===== src/rtl/fsc_pkg.sv =====
package fsc_pkg;
  localparam int unsigned OW_BIT  = 0;
  localparam int unsigned FAV_BIT = 1;
  localparam int unsigned FT_LSB  = 2;
  localparam int unsigned AT_LSB  = 5;
  localparam int unsigned LVL_LSB = 8;
  localparam int unsigned BE_BIT  = 10;
  localparam int unsigned TO_BIT  = 11;
  localparam int unsigned UC_BIT  = 12;
  localparam int unsigned CS_BIT  = 16;
  localparam int unsigned ERR_N   = 4;
  localparam int unsigned STAT_W  = 17;

  // error flag index -> status bit position
  localparam int unsigned ERR_POS [ERR_N] = '{BE_BIT, TO_BIT, UC_BIT, CS_BIT};

  typedef struct packed {
    logic [2:0]       ftype;
    logic [2:0]       acc;
    logic [1:0]       lvl;
    logic [ERR_N-1:0] err;   // {cs, uc, to, be}
  } fault_t;

  typedef struct packed {
    logic [ERR_N-1:0] err;
    logic [1:0]       lvl;
    logic [2:0]       acc;
    logic [2:0]       ftype;
    logic             fav;
    logic             ow;
  } stat_t;
endpackage


===== src/rtl/fsc_status_reg.sv =====
module fsc_status_reg
  import fsc_pkg::*;
(
  input  logic   clk_i,
  input  logic   rst_ni,
  input  logic   evt_valid_i,
  input  fault_t evt_i,
  input  logic   evt_addr_vld_i,
  input  logic   clr_i,
  output stat_t  stat_o,
  output logic   pending_o
);
  stat_t stat_q, stat_d, base;
  logic  pend_q, pend_d, pend_base;

  always_comb begin
    base      = clr_i ? '0 : stat_q;
    pend_base = clr_i ? 1'b0 : pend_q;
    stat_d    = base;
    pend_d    = pend_base;
    if (evt_valid_i) begin
      stat_d.ftype = evt_i.ftype;
      stat_d.acc   = evt_i.acc;
      stat_d.lvl   = evt_i.lvl;
      stat_d.err   = base.err | evt_i.err;
      stat_d.fav   = base.fav | evt_addr_vld_i;
      stat_d.ow    = base.ow | pend_base;
      pend_d       = 1'b1;
    end
  end

  always_ff @(posedge clk_i or negedge rst_ni) begin
    if (!rst_ni) begin
      stat_q <= '0;
      pend_q <= 1'b0;
    end else begin
      stat_q <= stat_d;
      pend_q <= pend_d;
    end
  end

  assign stat_o    = stat_q;
  assign pending_o = pend_q;
endmodule


===== src/rtl/fsc_addr_reg.sv =====
module fsc_addr_reg #(
  parameter int unsigned ADDR_W = 32
) (
  input  logic              clk_i,
  input  logic              rst_ni,
  input  logic              load_i,
  input  logic [ADDR_W-1:0] addr_i,
  output logic [ADDR_W-1:0] addr_o
);
  logic [ADDR_W-1:0] addr_q;

  always_ff @(posedge clk_i or negedge rst_ni) begin
    if (!rst_ni)     addr_q <= '0;
    else if (load_i) addr_q <= addr_i;
  end

  assign addr_o = addr_q;
endmodule


===== src/rtl/fsc_read_mux.sv =====
module fsc_read_mux
  import fsc_pkg::*;
#(
  parameter int unsigned ADDR_W = 32,
  parameter int unsigned DATA_W = 32
) (
  input  logic              rd_en_i,
  input  logic              rd_sel_i,
  input  stat_t             stat_i,
  input  logic [ADDR_W-1:0] addr_i,
  output logic [DATA_W-1:0] data_o
);
  localparam int unsigned ADDR_PAD = DATA_W - ADDR_W;

  logic [DATA_W-1:0] stat_word;

  always_comb begin
    stat_word                   = '0;
    stat_word[OW_BIT]           = stat_i.ow;
    stat_word[FAV_BIT]          = stat_i.fav;
    stat_word[FT_LSB  +: 3]     = stat_i.ftype;
    stat_word[AT_LSB  +: 3]     = stat_i.acc;
    stat_word[LVL_LSB +: 2]     = stat_i.lvl;
    for (int i = 0; i < int'(ERR_N); i++) stat_word[ERR_POS[i]] = stat_i.err[i];
  end

  logic [DATA_W-1:0] addr_word;
  generate
    if (ADDR_PAD > 0) begin : g_pad
      assign addr_word = {{ADDR_PAD{1'b0}}, addr_i};
    end else begin : g_nopad
      assign addr_word = addr_i[DATA_W-1:0];
    end
  endgenerate

  assign data_o = !rd_en_i ? '0 : (rd_sel_i ? addr_word : stat_word);
endmodule


===== src/rtl/fault_status_capture.sv =====
module fault_status_capture
  import fsc_pkg::*;
#(
  parameter int unsigned ADDR_W = 32,
  parameter int unsigned DATA_W = 32
) (
  input  logic              clk_i,
  input  logic              rst_ni,
  input  logic              flt_valid_i,
  input  logic [2:0]        flt_type_i,
  input  logic [2:0]        flt_acc_i,
  input  logic [1:0]        flt_lvl_i,
  input  logic              flt_bus_err_i,
  input  logic              flt_timeout_i,
  input  logic              flt_uncorr_i,
  input  logic              flt_ctrl_sp_i,
  input  logic              flt_addr_vld_i,
  input  logic [ADDR_W-1:0] flt_addr_i,
  input  logic              rd_en_i,
  input  logic              rd_sel_i,
  output logic [DATA_W-1:0] rd_data_o
);
  fault_t            evt;
  stat_t             stat;
  logic              pending;
  logic              stat_clr;
  logic [ADDR_W-1:0] addr_q;

  assign evt.ftype = flt_type_i;
  assign evt.acc   = flt_acc_i;
  assign evt.lvl   = flt_lvl_i;
  assign evt.err   = {flt_ctrl_sp_i, flt_uncorr_i, flt_timeout_i, flt_bus_err_i};
  assign stat_clr  = rd_en_i && !rd_sel_i;

  fsc_status_reg u_status (
    .clk_i          (clk_i),
    .rst_ni         (rst_ni),
    .evt_valid_i    (flt_valid_i),
    .evt_i          (evt),
    .evt_addr_vld_i (flt_addr_vld_i),
    .clr_i          (stat_clr),
    .stat_o         (stat),
    .pending_o      (pending)
  );

  fsc_addr_reg #(.ADDR_W(ADDR_W)) u_addr (
    .clk_i  (clk_i),
    .rst_ni (rst_ni),
    .load_i (flt_valid_i && flt_addr_vld_i),
    .addr_i (flt_addr_i),
    .addr_o (addr_q)
  );

  fsc_read_mux #(.ADDR_W(ADDR_W), .DATA_W(DATA_W)) u_rd (
    .rd_en_i  (rd_en_i),
    .rd_sel_i (rd_sel_i),
    .stat_i   (stat),
    .addr_i   (addr_q),
    .data_o   (rd_data_o)
  );
endmodule


===== config.mk =====
export PLATFORM = sky130hd
export DESIGN_NAME = fault_status_capture
export DESIGN_NICKNAME = d
export VERILOG_FILES = /design/src/rtl/fsc_pkg.sv /design/src/rtl/fsc_status_reg.sv /design/src/rtl/fsc_addr_reg.sv /design/src/rtl/fsc_read_mux.sv /design/src/rtl/fault_status_capture.sv
export SDC_FILE = /design/constraint.sdc
export NUM_CORES = 1
export LEC_CHECK = 0
export BUFFER_PORTS_ARGS = -buffer_cell sky130_fd_sc_hd__buf_2
export CAP_MARGIN = 30
export CORE_MARGIN = 5
export CORE_UTILIZATION = 40
export DETAILED_ROUTE_END_ITERATION = 12
export GPL_TIMING_DRIVEN = 1
export PLACE_DENSITY = 0.67
export SYNTH_ARGS = -nofsm -noshare
export SYNTH_HDL_FRONTEND = slang
export SYNTH_SLANG_ARGS = --single-unit
export TNS_END_PERCENT = 10

===== constraint.sdc =====
create_clock -name clk_i -period 1 [get_ports clk_i]
set_clock_uncertainty 0.15 [all_clocks]
set_input_delay 0.1 -clock clk_i [delete_from_list [all_inputs] [get_ports clk_i]]
set_output_delay 0.1 -clock clk_i [all_outputs]
set_load 0.005 [all_outputs]

==> summary.md <==
| Metric | Value |
|---|---|
| Peak VDD IR | 0.551 mV |
| Max Freq | 786 MHz |
| DRT Wirelength | 5.52 mm |
| Fin cells | 383 |
| Commonest cells after routing, fill and taps aside | buf_2 (80), dfrtp_1 (47), dlygate4sd3_1 (44), mux2_4 (29), and3_1 (17) |
| Final setup viols | 34 |
| Largest net degree at the start of global routing | 48 |
| H-tree lvl count | 2 |
| Top delay family on crit path | flip-flops |
| Critical-path cell list | mux2i_1 > nor2b_1 > buf_2 |
| Via density per instance | 4.57 |
| Num rows | 27 |
| Lkg Pwr | 1.82 nW |
| Synth Net Count | 224 |
| Num CTS Buffers | 5 |
| Kind of end point of the critical path | output pin |
| Detailed placement HPWL | 3.64 mm |
| Antenna viol nets, final | 0 |
| Tcrit/Tclk final | 127% |
| Worst slack at placement | -0.149 ns |
| Unrepaired setup endpoints after global routing | yes |
| WL/cell | 14.4 um |
| Starting density of the core | 41.1% |
| Ports | 82 |
| CTS tree | built |
| Max Cap Viol | 0 |
| CP max FO | 2 |
| Placed insts | 329 |
| N_diodes | 0 |
| Met1 Usage GRT | 19.0% |
| Sequential area share after synthesis | 51.9% |
| Fillers | 436 |
| Crit path kind | reg2out |
| Longest Clk Path Bufs | 2 |
| Status | finished with violations |
| First-pass GRT wire length | 8.99 mm |
| Internal power | 3.33 mW |
| Die Area | 7270 um2 |
| PD cells | 1290 nW/um2 |
| Setup ws final | -0.272 ns |
| Worst hold slack | 0.109 ns |
| Sw Ratio | 24.4% |
| Crit path largest cell delay | 0.39 ns |
| Via count | 1751 |
| Setup crit start kind | register |
| Initial antenna violation count | 0 |
| Synth-to-layout area growth | 50.3% |
| Drt initial violations | 38 |
| Seq pwr share | 51.7% |
| Final Hold Fails | 0 |
| Syn Std Cell Area | 2270 um2 |
| # port buffers | 81 |
| DRC violations left | 0 |
| Vias in the first global route | 1927 |
| Core Area | 5510 um2 |
| Yosys warnings | 0 |
| Grt ovf | 0 |
| Min Tclk post-route | 1.27 ns |
| DRT Pass-1 Iters | 4 |
| Synth Area per Inst | 13.0 um2 |
| Data arrival, critical path | 1.02 ns |
| Clk Latency, worst-skew pair | 0.29 ns |
| RePlAce Congestion | 0.713 |
| Slew @ Worst Pin | 0.256 ns |
| Min-Delay Path Class | in2reg |
| Netlist cell types | 19 |
| Final slew viol count | 0 |
| CTS sink count | 47 |
| Clock Root Buffer | clkbuf_8 |
| Commonest non-fill, non-tap cell in the layout | buf_2 |
| CP max-delay cell | dfrtp_1 |
| Clock transition at path regs | 0.08 ns |
| Worst Path Required | 0.75 ns |
| Die width | 85.3 um |
| Slew headroom | 82.9% |
| Logic pwr share | 24.7% |
| Die Y | 85.3 um |
| Clock power frac | 23.6% |
| Violated checks | negative setup slack |
| Layer with the highest usage | met2 |
| Met2 usage | 26.8% |
| Cells after synthesis | 174 |
| Gr usage total | 15.6% |
| Switch Pwr | 1.07 mW |
| Seq cells post-synth | 47 |
| Share of cells above drive strength 1 | 44.4% |
| Met3 Usage GRT | 3.50% |
| Nets@finish | 362 |
| Worst Path Buf+Inv | 1 |
==> final timing paths <==
kind / from / endpoint / slack [ns] / depth (start not counted)
worst max-delay path: u_addr.addr_o[0] / rd_data_o[0] / -0.27 / 3
worst min-delay path: flt_addr_i[19] / u_addr.addr_o[19] / 0.11 / 3
worst max register to register: u_addr.addr_o[0] / u_addr.addr_o[0] / -0.13 / 3
worst min register to register: u_status.pending_o / u_status.pending_o / 0.34 / 1
max in group asynchronous: rst_ni / u_addr.addr_o[17] / 0.31 / 3
min in group asynchronous: rst_ni / u_addr.addr_o[22] / 0.16 / 3
==> synth_stat cells <==
| cell type | n | share of area (%) |
|---|---|---|
| o21ai_0 | 9 | 2.0 |
| mux2_2 | 3 | 1.5 |
| mux2i_1 | 14 | 6.2 |
| clkbuf_1 | 4 | 0.66 |
| nand2_1 | 8 | 1.3 |
| buf_4 | 1 | 0.33 |
| mux2_4 | 29 | 19 |
| buf_6 | 3 | 1.5 |
| nand2b_1 | 9 | 2.5 |
| buf_2 | 5 | 1.1 |
| and3_1 | 18 | 5.0 |
| inv_1 | 1 | 0.17 |
| a21o_1 | 1 | 0.33 |
| dfrtp_1 | 47 | 52 |
| nand2_2 | 1 | 0.28 |
| a21oi_1 | 1 | 0.22 |
| nor2b_1 | 15 | 4.1 |
| a22o_1 | 4 | 1.5 |
| nor2_1 | 1 | 0.17 |
==> state kept, by name (all words and copies together), names as in the netlist <==
register	flops
u_status.stat_o	14
u_addr.addr_o	32
u_status.pending_o	1
==> kinds of logic (layout without fill, tap and decap cells) <==
family          count (synthesis)  in the layout  share of synthesized area, %
buf+inv                        14            151                          3.75
flops                          47             47                          51.9
mux                            46             46                          26.9
simple gates                   52             52                          13.4
compound gates                 15             15                          4.09
==> per-layer routing <==
metal  up-vias  wire length, um
met5         -                0
met4         0               94
met3         8              235
met2        43             2760
met1       829             2430
li1        871                -
==> final cells by class <==
type,instances,area (um2),area share [%]
flip-flops and latches,47,1180,34.5
inverters,1,3.75,0.110
repair buffers,144,1050,30.9
multi-input cells,113,1010,29.6
clock buffers,6,72.6,2.13
well taps,72,90.1,2.65
==> power by group through the flow <==
stage | Combinational [mW] | Clock [mW] | Sequential, mW
after floorplan | 0.573 | 0 | 2.27
after global placement | 0.906 | 0 | 2.31
after detailed placement | 0.926 | 0 | 2.31
after CTS | 1.08 | 1.07 | 2.27
after global routing | 1.19 | 1.15 | 2.31
final | 1.09 | 1.04 | 2.27
==> stage by stage <==
step / utilization (%) / power (mW) / setup TNS, ns / area (um2)
2_1_floorplan: - / 2.85 / 0 / 2270
3_3_place_gp: 51.6 / 3.22 / -4.96 / 2840
4_1_cts: 61.4 / 4.43 / -7.44 / 3380
6_report: 61.8 / 4.40 / -7.10 / 3410
5_1_grt: 61.8 / 4.65 / -8.90 / 3410
3_5_place_dp: 51.6 / 3.24 / -5.94 / 2840
==> worst min-delay path: stages <==
cell	delay, ns
dlymetal6s4s_1	0.18
buf_2	0.12
mux2_4	0.13
==> what timing repair did <==
item | 4_1_cts | 5_1_grt
endpoints found under the setup margin | 32 | 35
hold endpoints to repair | 91 | 0
resized for setup | 0 | 4
buffers inserted | 2 | 1
hold buffers | 45 | 0
pin swaps | 18 | 0
Note: power is estimated with default switching activity, not from simulation.
